File: config.mk
export PLATFORM = sky130hd
export DESIGN_NAME = snpwb_buffer
export DESIGN_NICKNAME = d
export VERILOG_FILES = /design/src/rtl/snpwb_pkg.sv /design/src/rtl/snpwb_line_store.sv /design/src/rtl/snpwb_drain_fsm.sv /design/src/rtl/snpwb_bus_arb.sv /design/src/rtl/snpwb_buffer.sv
export SDC_FILE = /design/constraint.sdc
export NUM_CORES = 1
export LEC_CHECK = 0
export BUFFER_PORTS_ARGS = -buffer_cell sky130_fd_sc_hd__buf_2
export CAP_MARGIN = 10
export CORE_AREA = 2 2 192 194
export CTS_CLUSTER_DIAMETER = 120
export CTS_CLUSTER_SIZE = 40
export DETAILED_ROUTE_END_ITERATION = 12
export DIE_AREA = 0 0 194 196
export GPL_TIMING_DRIVEN = 0
export PLACE_DENSITY_LB_ADDON = 0.25
export SYNTH_ARGS = -nofsm -noshare
export SYNTH_HDL_FRONTEND = slang
export SYNTH_SLANG_ARGS = --single-unit
File: constraint.sdc
create_clock -name clk -period 5 [get_ports clk]
set_clock_uncertainty 0.2 [all_clocks]
set_input_delay 1 -clock clk [delete_from_list [all_inputs] [get_ports clk]]
set_output_delay 1 -clock clk [all_outputs]
set_load 0.05 [all_outputs]
File: src/rtl/snpwb_pkg.sv
package snpwb_pkg;

    typedef enum logic [1:0] {
        CAUSE_IFETCH_SNOOP = 2'd0,
        CAUSE_INQ_INVAL    = 2'd1,
        CAUSE_INQ_KEEP     = 2'd2,
        CAUSE_RSVD         = 2'd3
    } snp_cause_e;

    typedef enum logic [1:0] {
        DR_EMPTY   = 2'd0,
        DR_PENDING = 2'd1,
        DR_BURST   = 2'd2
    } drain_state_e;

    typedef enum logic [1:0] {
        OWN_NONE  = 2'd0,
        OWN_SNOOP = 2'd1,
        OWN_REPL  = 2'd2
    } bus_owner_e;

    function automatic logic cause_loads(input logic [1:0] cause);
        return (cause == CAUSE_IFETCH_SNOOP) || (cause == CAUSE_INQ_INVAL);
    endfunction

endpackage

File: src/rtl/snpwb_line_store.sv
module snpwb_line_store #(
    parameter int ADDR_W = 32,
    parameter int LINE_W = 256,
    parameter int BEAT_W = 64
) (
    input  logic                          clk,
    input  logic                          rst_n,
    input  logic                          load_en,
    input  logic [ADDR_W-1:0]             load_addr,
    input  logic [LINE_W-1:0]             load_line,
    input  logic [$clog2(LINE_W/BEAT_W)-1:0] beat_idx,
    output logic [ADDR_W-1:0]             beat_addr,
    output logic [BEAT_W-1:0]             beat_data
);
    localparam int BEATS  = LINE_W / BEAT_W;
    localparam int IDX_W  = $clog2(BEATS);
    localparam int BOFF_W = $clog2(BEAT_W / 8);
    localparam int OFF_W  = IDX_W + BOFF_W;

    logic [LINE_W-1:0]       line_q;
    logic [ADDR_W-OFF_W-1:0] base_q;
    logic [BEAT_W-1:0]       beat_slice [BEATS];
    logic                    unused_low_bits;

    assign unused_low_bits = ^load_addr[OFF_W-1:0];

    always_ff @(posedge clk or negedge rst_n) begin
        if (!rst_n) begin
            line_q <= '0;
            base_q <= '0;
        end else if (load_en) begin
            line_q <= load_line;
            base_q <= load_addr[ADDR_W-1:OFF_W];
        end
    end

    for (genvar g = 0; g < BEATS; g++) begin : g_slice
        assign beat_slice[g] = line_q[g*BEAT_W +: BEAT_W];
    end

    assign beat_data = beat_slice[beat_idx];
    assign beat_addr = {base_q, beat_idx, {BOFF_W{1'b0}}};

endmodule

File: src/rtl/snpwb_drain_fsm.sv
module snpwb_drain_fsm
    import snpwb_pkg::*;
#(
    parameter int BEATS = 4
) (
    input  logic                     clk,
    input  logic                     rst_n,
    input  logic                     cap_fire,
    input  logic                     beat_ack,
    output logic                     ready,
    output logic                     req,
    output logic                     last,
    output logic [$clog2(BEATS)-1:0] beat_idx
);
    localparam int IDX_W = $clog2(BEATS);
    localparam logic [IDX_W-1:0] LAST_IDX = IDX_W'(BEATS - 1);

    drain_state_e     state_q, state_d;
    logic [IDX_W-1:0] beat_q;

    always_ff @(posedge clk or negedge rst_n) begin
        if (!rst_n) begin
            state_q <= DR_EMPTY;
            beat_q  <= '0;
        end else begin
            state_q <= state_d;
            if (beat_ack) begin
                beat_q <= (beat_q == LAST_IDX) ? '0 : beat_q + 1'b1;
            end
        end
    end

    always_comb begin
        state_d = state_q;
        unique case (state_q)
            DR_EMPTY:   if (cap_fire) state_d = DR_PENDING;
            DR_PENDING: if (beat_ack) state_d = (beat_q == LAST_IDX) ? DR_EMPTY : DR_BURST;
            DR_BURST:   if (beat_ack && beat_q == LAST_IDX) state_d = DR_EMPTY;
            default:    state_d = DR_EMPTY;
        endcase
    end

    always_comb begin
        ready    = 1'b0;
        req      = 1'b0;
        unique case (state_q)
            DR_EMPTY:   ready = 1'b1;
            DR_PENDING: req   = 1'b1;
            DR_BURST:   req   = 1'b1;
            default:    ready = 1'b0;
        endcase
        last     = (beat_q == LAST_IDX);
        beat_idx = beat_q;
    end

    AST_BEAT_ASCENDS: assert property (@(posedge clk) disable iff (!rst_n)
        (beat_ack && !last) |=> (beat_idx == IDX_W'($past(beat_idx) + 1'b1)));
    AST_FREE_AFTER_LAST: assert property (@(posedge clk) disable iff (!rst_n)
        (beat_ack && last) |=> ready);
    AST_STALL_WHILE_FULL: assert property (@(posedge clk) disable iff (!rst_n)
        (req && !(beat_ack && last)) |=> !ready);

endmodule

File: src/rtl/snpwb_bus_arb.sv
module snpwb_bus_arb
    import snpwb_pkg::*;
#(
    parameter int ADDR_W = 32,
    parameter int BEAT_W = 64
) (
    input  logic              clk,
    input  logic              rst_n,
    input  logic              snp_req,
    input  logic [ADDR_W-1:0] snp_addr,
    input  logic [BEAT_W-1:0] snp_data,
    input  logic              snp_last,
    output logic              snp_ack,
    input  logic              repl_req,
    input  logic [ADDR_W-1:0] repl_addr,
    input  logic [BEAT_W-1:0] repl_wdata,
    input  logic              repl_last,
    output logic              repl_ack,
    output logic              bus_req,
    output logic [ADDR_W-1:0] bus_addr,
    output logic [BEAT_W-1:0] bus_wdata,
    output logic              bus_last,
    input  logic              bus_ack
);
    bus_owner_e owner_q, owner_d;
    logic       grant_snp, grant_repl;

    always_ff @(posedge clk or negedge rst_n) begin
        if (!rst_n) owner_q <= OWN_NONE;
        else        owner_q <= owner_d;
    end

    always_comb begin
        grant_snp  = 1'b0;
        grant_repl = 1'b0;
        unique case (owner_q)
            OWN_NONE: begin
                grant_snp  = snp_req;
                grant_repl = !snp_req && repl_req;
            end
            OWN_SNOOP: grant_snp  = 1'b1;
            OWN_REPL:  grant_repl = 1'b1;
            default:   grant_snp  = 1'b0;
        endcase

        bus_req   = (grant_snp && snp_req) || (grant_repl && repl_req);
        bus_addr  = grant_snp ? snp_addr : repl_addr;
        bus_wdata = grant_snp ? snp_data : repl_wdata;
        bus_last  = grant_snp ? snp_last : repl_last;
        snp_ack   = grant_snp && snp_req && bus_ack;
        repl_ack  = grant_repl && repl_req && bus_ack;

        owner_d = owner_q;
        if (bus_req && bus_ack) begin
            if (bus_last)       owner_d = OWN_NONE;
            else if (grant_snp) owner_d = OWN_SNOOP;
            else                owner_d = OWN_REPL;
        end
    end

    AST_SINGLE_ACK: assert property (@(posedge clk) disable iff (!rst_n)
        $onehot0({snp_ack, repl_ack}));
    AST_SNOOP_FIRST: assert property (@(posedge clk) disable iff (!rst_n)
        (owner_q == OWN_NONE && snp_req && repl_req) |-> (bus_addr == snp_addr && !repl_ack));
    AST_HOLD_OWNER: assert property (@(posedge clk) disable iff (!rst_n)
        (repl_ack && !repl_last) |=> !snp_ack);

endmodule

File: src/rtl/snpwb_buffer.sv
module snpwb_buffer
    import snpwb_pkg::*;
#(
    parameter int ADDR_W     = 32,
    parameter int LINE_BYTES = 32,
    parameter int BEAT_W     = 64
) (
    input  logic                    clk,
    input  logic                    rst_n,
    input  logic                    cap_valid,
    input  logic [1:0]              cap_cause,
    input  logic [ADDR_W-1:0]       cap_addr,
    input  logic [LINE_BYTES*8-1:0] cap_line,
    output logic                    cap_ready,
    input  logic                    repl_req,
    input  logic [ADDR_W-1:0]       repl_addr,
    input  logic [BEAT_W-1:0]       repl_wdata,
    input  logic                    repl_last,
    output logic                    repl_ack,
    output logic                    bus_req,
    output logic [ADDR_W-1:0]       bus_addr,
    output logic [BEAT_W-1:0]       bus_wdata,
    output logic                    bus_last,
    input  logic                    bus_ack
);
    localparam int LINE_W = LINE_BYTES * 8;
    localparam int BEATS  = LINE_W / BEAT_W;
    localparam int IDX_W  = $clog2(BEATS);
    localparam int OFF_W  = $clog2(LINE_BYTES);

    logic              cap_fire;
    logic              snp_req, snp_last, snp_ack;
    logic [IDX_W-1:0]  beat_idx;
    logic [ADDR_W-1:0] snp_addr;
    logic [BEAT_W-1:0] snp_data;

    assign cap_fire = cap_valid && cap_ready && cause_loads(cap_cause);

    snpwb_line_store #(.ADDR_W(ADDR_W), .LINE_W(LINE_W), .BEAT_W(BEAT_W)) i_store (
        .clk       (clk),
        .rst_n     (rst_n),
        .load_en   (cap_fire),
        .load_addr (cap_addr),
        .load_line (cap_line),
        .beat_idx  (beat_idx),
        .beat_addr (snp_addr),
        .beat_data (snp_data)
    );

    snpwb_drain_fsm #(.BEATS(BEATS)) i_drain (
        .clk      (clk),
        .rst_n    (rst_n),
        .cap_fire (cap_fire),
        .beat_ack (snp_ack),
        .ready    (cap_ready),
        .req      (snp_req),
        .last     (snp_last),
        .beat_idx (beat_idx)
    );

    snpwb_bus_arb #(.ADDR_W(ADDR_W), .BEAT_W(BEAT_W)) i_arb (
        .clk        (clk),
        .rst_n      (rst_n),
        .snp_req    (snp_req),
        .snp_addr   (snp_addr),
        .snp_data   (snp_data),
        .snp_last   (snp_last),
        .snp_ack    (snp_ack),
        .repl_req   (repl_req),
        .repl_addr  (repl_addr),
        .repl_wdata (repl_wdata),
        .repl_last  (repl_last),
        .repl_ack   (repl_ack),
        .bus_req    (bus_req),
        .bus_addr   (bus_addr),
        .bus_wdata  (bus_wdata),
        .bus_last   (bus_last),
        .bus_ack    (bus_ack)
    );

    AST_CAPTURE_BLOCKS: assert property (@(posedge clk) disable iff (!rst_n)
        cap_fire |=> (!cap_ready && bus_req));
    AST_IGNORE_NONLOAD: assert property (@(posedge clk) disable iff (!rst_n)
        (cap_valid && cap_ready && !cause_loads(cap_cause)) |=> cap_ready);
    AST_LINE_ALIGNED: assert property (@(posedge clk) disable iff (!rst_n)
        (snp_ack && beat_idx == '0) |-> (bus_addr[OFF_W-1:0] == '0));

endmodule

==> results.tsv, run 1 <==
stage	metric	value	unit
place	Placed Instance Area	16600	sq um
clocking	Hold Buf Count CTS	0	
sta	Final Worst Setup Slack	0.537	ns
status	status	finished clean	
floorplanning	Die Ht	196	um
setup_path	Critical R2R Launch	i_drain.state_q[0]	
synthesis	Yosys top cell area share	0.537	
sta	RSZ-0062 raised after global routing	no	
global_routing	vias in the first global route	9660	
clocking	setup bufs post-CTS	0	
synthesis	Syn. warnings	0	
clocking	CTS Root Buffer Type	clkbuf_16	
synthesis	mapped cell area	13500	sq um
clocking	H-tree levels	1	
synthesis	Synth area leaders	dfrtp_1, mux2_2, mux4_2, buf_2, ha_1	
drt	Final ANT Viol Nets	0	
pwr	sw power	0.00503	W
synthesis	post-synth top area cell	dfrtp_1	
synthesis	Yosys cell types	29	
drt	DRC viols	0	
clocking	CTS max path bufs	3	
place	Detail Placement HPWL	29400	um
sta	Slew Limit Fails	0	
setup_path	Setup crit start kind	flop	
finish	Fill cells	3245	
finish	Reg area	7230	sq um
clocking	CTS tree	done	
sta	Max Freq	0.224	GHz
place	placed cell count	1775	
finish	post-layout instance area	16900	sq um
global_routing	Total GRT Usage	0.198	
pwr	pwr dens	705	nW/um^2
setup_path	CP startpoint	i_drain.state_q[0]	
global_routing	initial antenna violation count	15	
hold_path	Worst Hold Class	in -> async	
sta	Slew HR	0.476	
clocking	clk_lat worst skew	0.51	ns
place	GP Congestion	0.796	
synthesis	Synth Area per Inst	16.4	sq um
floorplanning	die area	38000	sq um
setup_path	Setup CP Type	reg -> out	
synthesis	predominant post-synthesis flop cell	dfrtp_1	
sta	crit path time final	4.46	ns
pwr	Comb pwr share	0.557	
setup_path	CP Capture Type	primary output	
drt	drt wl/cell	21.2	um
drt	routed vias	8944	
synthesis	Mapped Cells	820	
sta	Least-Margin Pin Slew	0.787	ns
floorplanning	I/O pin count	492	
synthesis	Seq/Total Area, Yosys	0.537	
sta	hold_ws	0.230	ns
pwr	switch share	0.422	
place	Setup Slack @ Placement	1.03	ns
global_routing	first-pass GRT wire length	57800	um
finish	most frequent cells in the layout	buf_2, mux2_2, dfrtp_1	
pwr	Leakage	7.78	nW
pwr	clock group share of total power	0.100	
sta	final setup vio count	0	
floorplanning	Initial Utilization	0.373	
finish	multi-input combinational cell area	5910	sq um
finish	share of layout cells above drive strength 1	0.747	
setup_path	Crit Path Max Fanout	10	
pwr	worst vdd ir	0.435	mV
finish	nets	1716	
synthesis	fraction of registers with async set/reset	1.00	
global_routing	maximum number of pins on one net before global-route repair	117	
clocking	CTS Buf Count	11	
job	# Max-Cap Violations	0	
pwr	Sequential Power Share	0.344	
synthesis	syn nets	1216	
pwr	internal power	0.00690	W
global_routing	GRT overflow	0	
pwr	PnR Total Power	0.0119	W
finish	fin cells	1803	
finish	area delta synth->final	25.5	%
clocking	CTS clk-pin slew, worst paths	0.15	ns
setup_path	required time of the critical path	3.80	ns
sta	ratio of final minimum period to clock period	0.893	
finish	most common cell after layout, fill and taps aside	buf_2	
floorplanning	Die Wd	194	um
place	PortBufs	485	
sta	final hold vios	0	
clocking	PostCTS Resize Cnt	0	
drt	1st-iter DRT viols	272	
setup_path	Worst Path Arrival	3.26	ns
drt	number of vias per cell	4.96	
drt	drt first pass iters	4	
floorplanning	num rows	70	
synthesis	Seq cells post-synth	289	
synthesis	Post-synth EDFFs	0	
drt	DRT Wirelength	38300	um
clocking	CTS Sinks	289	
floorplanning	core area	36100	sq um
-- final timing paths --
check,to,slack [ns],cells past startpoint
max in group asynchronous,i_store.base_q[15],3.41,2
setup reg to reg,i_store.line_q[188],2.33,6
hold / removal,i_store.line_q[169],0.23,1
min in group clk,i_store.line_q[151],0.32,1
setup / recovery,bus_wdata[60],0.54,7
hold reg to reg,i_store.line_q[151],0.32,1
-- Yosys cell counts, types with 2 or more instances --
cell,n
buf_1,5
buf_2,38
nand3b_1,3
dfrtp_1,289
buf_8,2
inv_1,5
ha_1,4
and2_1,3
nand2_1,2
clkbuf_1,8
mux2_2,378
mux4_2,64
o21ai_0,2
buf_6,2
-- layer usage --
| metal | vias up | share of wire | routed length (um) | track usage |
|---|---|---|---|---|
| li1 | 4060 | - | - | - |
| met1 | 4538 | 0.41 | 15800 | 0.250 |
| met2 | 300 | 0.51 | 19400 | 0.348 |
| met3 | 44 | 0.056 | 2140 | 0.0351 |
| met4 | 2 | 0.025 | 950 | 0.0600 |
| met5 | - | 0.00034 | 13 | 0 |
-- cell type report --
class / instances / share of cell area
Sequential cell: 289 / 0.428
Multi-Input combinational cell: 470 / 0.349
Timing Repair Buffer: 487 / 0.147
Tap cell: 468 / 0.0346
Buffer: 56 / 0.0184
Clock buffer: 13 / 0.0179
Antenna cell: 13 / 0.00192
Clock inverter: 2 / 0.00170
Inverter: 5 / 0.00111
-- stage by stage --
stage	setup TNS, ns	util
final	0	0.469
after global routing	0	0.469
after global placement	-814.53	0.457
after detailed placement	0	0.459
after floorplan	0	-
after CTS	0	0.468
-- worst max-delay path: stages (launching register included) --
cell	delay (ns)
dfrtp_1	0.39
inv_1	0.08
ha_1	0.36
o21bai_2	0.50
buf_2	0.43
buf_2	0.37
mux2_2	0.40
buf_2	0.22
-- kinds of logic after synthesis --
| logic type | Yosys count | share of synthesized area |
|---|---|---|
| AO/OA/AOI/OAI | 12 | 0.00678 |
| flip-flops | 289 | 0.537 |
| buffers and inverters | 61 | 0.0245 |
| multiplexers | 442 | 0.423 |
| AND/OR/NAND/NOR | 12 | 0.00539 |
| adder cells (fa/ha/maj) | 4 | 0.00371 |
-- power groups by stage --
stage                     logic [W]  clock network, W  registers, W
final                       0.00664           0.00119       0.00410
after CTS                   0.00674           0.00125       0.00410
after global routing        0.00704           0.00132       0.00425
after floorplan             0.00530                 0       0.00392
after detailed placement    0.00672                 0       0.00416
after global placement      0.00664                 0       0.00411
-- flip-flops by register name, summed over array words and instances (netlist names) --
name              cells
i_arb.owner_q         2
i_drain.beat_idx      2
i_drain.state_q       2
i_store.base_q       27
i_store.line_q      256
Note: power is estimated with default switching activity, not from simulation.
==> run 2, diff against run 1 <==
--- a/config.mk
+++ b/config.mk
@@ -5,13 +5,15 @@
 export SDC_FILE = /design/constraint.sdc
 export NUM_CORES = 1
 export LEC_CHECK = 0
-export BUFFER_PORTS_ARGS = -buffer_cell sky130_fd_sc_hd__buf_2
 export CAP_MARGIN = 10
-export CORE_AREA = 2 2 192 194
+export CELL_PAD_IN_SITES_DETAIL_PLACEMENT = 0
+export CELL_PAD_IN_SITES_GLOBAL_PLACEMENT = 1
+export CORE_AREA = 2 2 190 192
 export CTS_CLUSTER_DIAMETER = 120
 export CTS_CLUSTER_SIZE = 40
 export DETAILED_ROUTE_END_ITERATION = 12
-export DIE_AREA = 0 0 194 196
+export DIE_AREA = 0 0 192 194
+export DONT_BUFFER_PORTS = 1
 export GPL_TIMING_DRIVEN = 0
 export PLACE_DENSITY_LB_ADDON = 0.25
 export SYNTH_ARGS = -nofsm -noshare
==> results.tsv, run 2 (synthesis gave the netlist of run 1 again) <==
stage	metric	value	unit	change
global_routing	first-pass GRT wire length	53100	um	was 57800 um
setup_path	CP Capture Type	primary output		unchanged
hold_path	Worst Hold Class	in -> async		unchanged
drt	DRT Wirelength	37500	um	was 38300 um
clocking	PostCTS Resize Cnt	0		unchanged
setup_path	R2R cell count	6		unchanged
sta	crit path time final	4.38	ns	was 4.46 ns
finish	fin cells	1306		was 1803
clocking	CTS max path bufs	3		unchanged
clocking	CTS clk-pin slew, worst paths	0.14	ns	was 0.15 ns
sta	Max Freq	0.228	GHz	was 0.224 GHz
place	PortBufs	0		was 485
finish	most frequent cells in the layout	mux2_2, dfrtp_1, mux4_2		was buf_2, mux2_2, dfrtp_1
floorplanning	core area	35200	sq um	was 36100 sq um
finish	share of layout cells above drive strength 1	0.601		was 0.747
sta	Least-Margin Pin Slew	0.835	ns	was 0.787 ns
drt	DRC viols	0		unchanged
setup_path	crit path to	bus_wdata[56]		was bus_wdata[60]
global_routing	GR Layer Usage met2	0.361		was 0.348
drt	number of vias per cell	5.50		was 4.96
sta	Slew HR	0.445		was 0.476
setup_path	Setup crit start kind	flop		unchanged
status	violated checks	hold timing		
drt	routed vias	7184		was 8944
sta	Slew Limit Fails	0		unchanged
global_routing	maximum number of pins on one net before global-route repair	290		was 117
floorplanning	num rows	69		was 70
global_routing	GRT overflow	0		unchanged
clocking	CTS tree	done		unchanged
sta	final hold vios	80		was 0
clocking	clk_lat worst skew	0.50	ns	was 0.51 ns
setup_path	CP startpoint	i_drain.state_q[0]		unchanged
global_routing	met3 Use GR	0.0554		was 0.0351
global_routing	vias in the first global route	7881		was 9660
sta	RSZ-0062 raised after global routing	no		unchanged
finish	area delta synth->final	6.82	%	was 25.5%
global_routing	grt peak-use layer	met2		unchanged
job	# Max-Cap Violations	0		unchanged
global_routing	met1 Use GR	0.222		was 0.250
setup_path	Setup CP Type	reg -> out		unchanged
pwr	Leakage	5.83	nW	was 7.78 nW
floorplanning	Die Wd	192	um	was 194 um
floorplanning	Die Ht	194	um	was 196 um
pwr	pwr dens	787	nW/um^2	was 705 nW/um^2
sta	hold_ws	-0.0221	ns	was 0.230 ns
finish	Top reg by flops	i_store.line_q		unchanged
finish	Largest register FFs	256		unchanged
status	status	finished, violations left		was finished clean
sta	final setup vio count	0		unchanged
sta	ratio of final minimum period to clock period	0.877		was 0.893
clocking	setup bufs post-CTS	0		unchanged
finish	nets	1229		was 1716
finish	Regs by FF count	i_store.line_q (256), i_store.base_q (27)		unchanged
floorplanning	Initial Utilization	0.383		was 0.373
clocking	CTS Sinks	289		unchanged
setup_path	required time of the critical path	3.80	ns	about the same
pwr	worst vdd ir	0.395	mV	was 0.435 mV
setup_path	Reg2Reg Setup Slack	2.08	ns	was 2.33 ns
floorplanning	die area	37200	sq um	was 38000 sq um
clocking	H-tree levels	1		unchanged
place	GP Congestion	0.772		was 0.796
drt	drt wl/cell	28.7	um	was 21.2 um
setup_path	Worst Path Arrival	3.18	ns	was 3.26 ns
drt	1st-iter DRT viols	304		was 272
place	Detail Placement HPWL	28000	um	was 29400 um
sta	setup TNS	0	ns	unchanged
global_routing	initial antenna violation count	15		unchanged
setup_path	Critical R2R Capture	i_store.line_q[188]		unchanged
drt	drt first pass iters	4		unchanged
floorplanning	I/O pin count	492		unchanged
drt	Final ANT Viol Nets	0		unchanged
setup_path	Critical R2R Launch	i_drain.state_q[0]		unchanged
clocking	CTS Root Buffer Type	clkbuf_16		unchanged
setup_path	Crit Path Max Fanout	10		unchanged
place	placed cell count	1281		was 1775
finish	most common cell after layout, fill and taps aside	mux2_2		was buf_2
global_routing	Total GRT Usage	0.195		was 0.198
clocking	CTS Buf Count	11		unchanged
==> run 2: cell types whose count changed in the layout (fill, tap and decap cells not counted) <==
cell        delta
buf_16         -2
buf_2        -484
buf_8          -1
clkbuf_8       -2
clkinv_2       +1
clkinvlp_4     +1
diode_2        -3
inv_16         -1
inv_6          -1
inv_8          +2
o22ai_1        -1
o22ai_2        +1
==> run 2: how the worst min path moves through the flow <==
stage               slack, ns  cells after the start                start                  end
floorplan                0.27                      1  i_store.line_q[128]  i_store.line_q[128]
global placement         0.28                      1  i_store.line_q[129]  i_store.line_q[129]
detailed placement       0.29                      1  i_store.line_q[186]  i_store.line_q[186]
CTS                     -0.05                      0                rst_n  i_store.line_q[227]
global route            -0.06                      0                rst_n   i_store.line_q[36]
finish                  -0.02                      0                rst_n  i_store.line_q[227]
==> run 2: per-layer routing <==
metal,wire length (um),vias up
met1,14100,3769
met3,2890,40
li1,-,3084
met4,578,8
met5,46,-
met2,19900,283
==> run 2: area by class of cell <==
cell class | instances | area, sq um
clock inverter | 4 | 35.0
buffer | 56 | 312
multi-input combinational | 470 | 5920
antenna | 10 | 25.0
inverter | 5 | 18.8
tap | 461 | 577
fill | 3286 | 20800
sequential | 289 | 7230
clock buffer | 11 | 275
==> run 2: worst max-delay path, cell delays in order (launching register included) <==
cell and delay (ns):
dfrtp_1 0.37, inv_1 0.07, ha_1 0.37, o21bai_2 0.48, buf_2 0.46, buf_2 0.38
mux2_2 0.52
==> run 2: stage by stage <==
stage | utilization | power [W] | hold slack [ns] | worst slack (ns) | cell area (sq um)
after floorplan | - | 0.00922 | 0.274 | 1.93 | 13500
after global placement | 0.399 | 0.0102 | 0.281 | 1.09 | 14100
after detailed placement | 0.399 | 0.0103 | 0.288 | 1.08 | 14100
after CTS | 0.408 | 0.0115 | -0.0545 | 0.487 | 14400
after global routing | 0.408 | 0.0120 | -0.0618 | 0.450 | 14400
final | 0.409 | 0.0113 | -0.0221 | 0.617 | 14400
==> run 2: where the power goes <==
group | switching, W | leakage, nW | internal [W]
Clock | 0.000754 | 0.152 | 0.000419
Sequential | 0.000573 | 3.41 | 0.00352
Combinational | 0.00354 | 2.27 | 0.00253
Total | 0.00487 | 5.83 | 0.00646
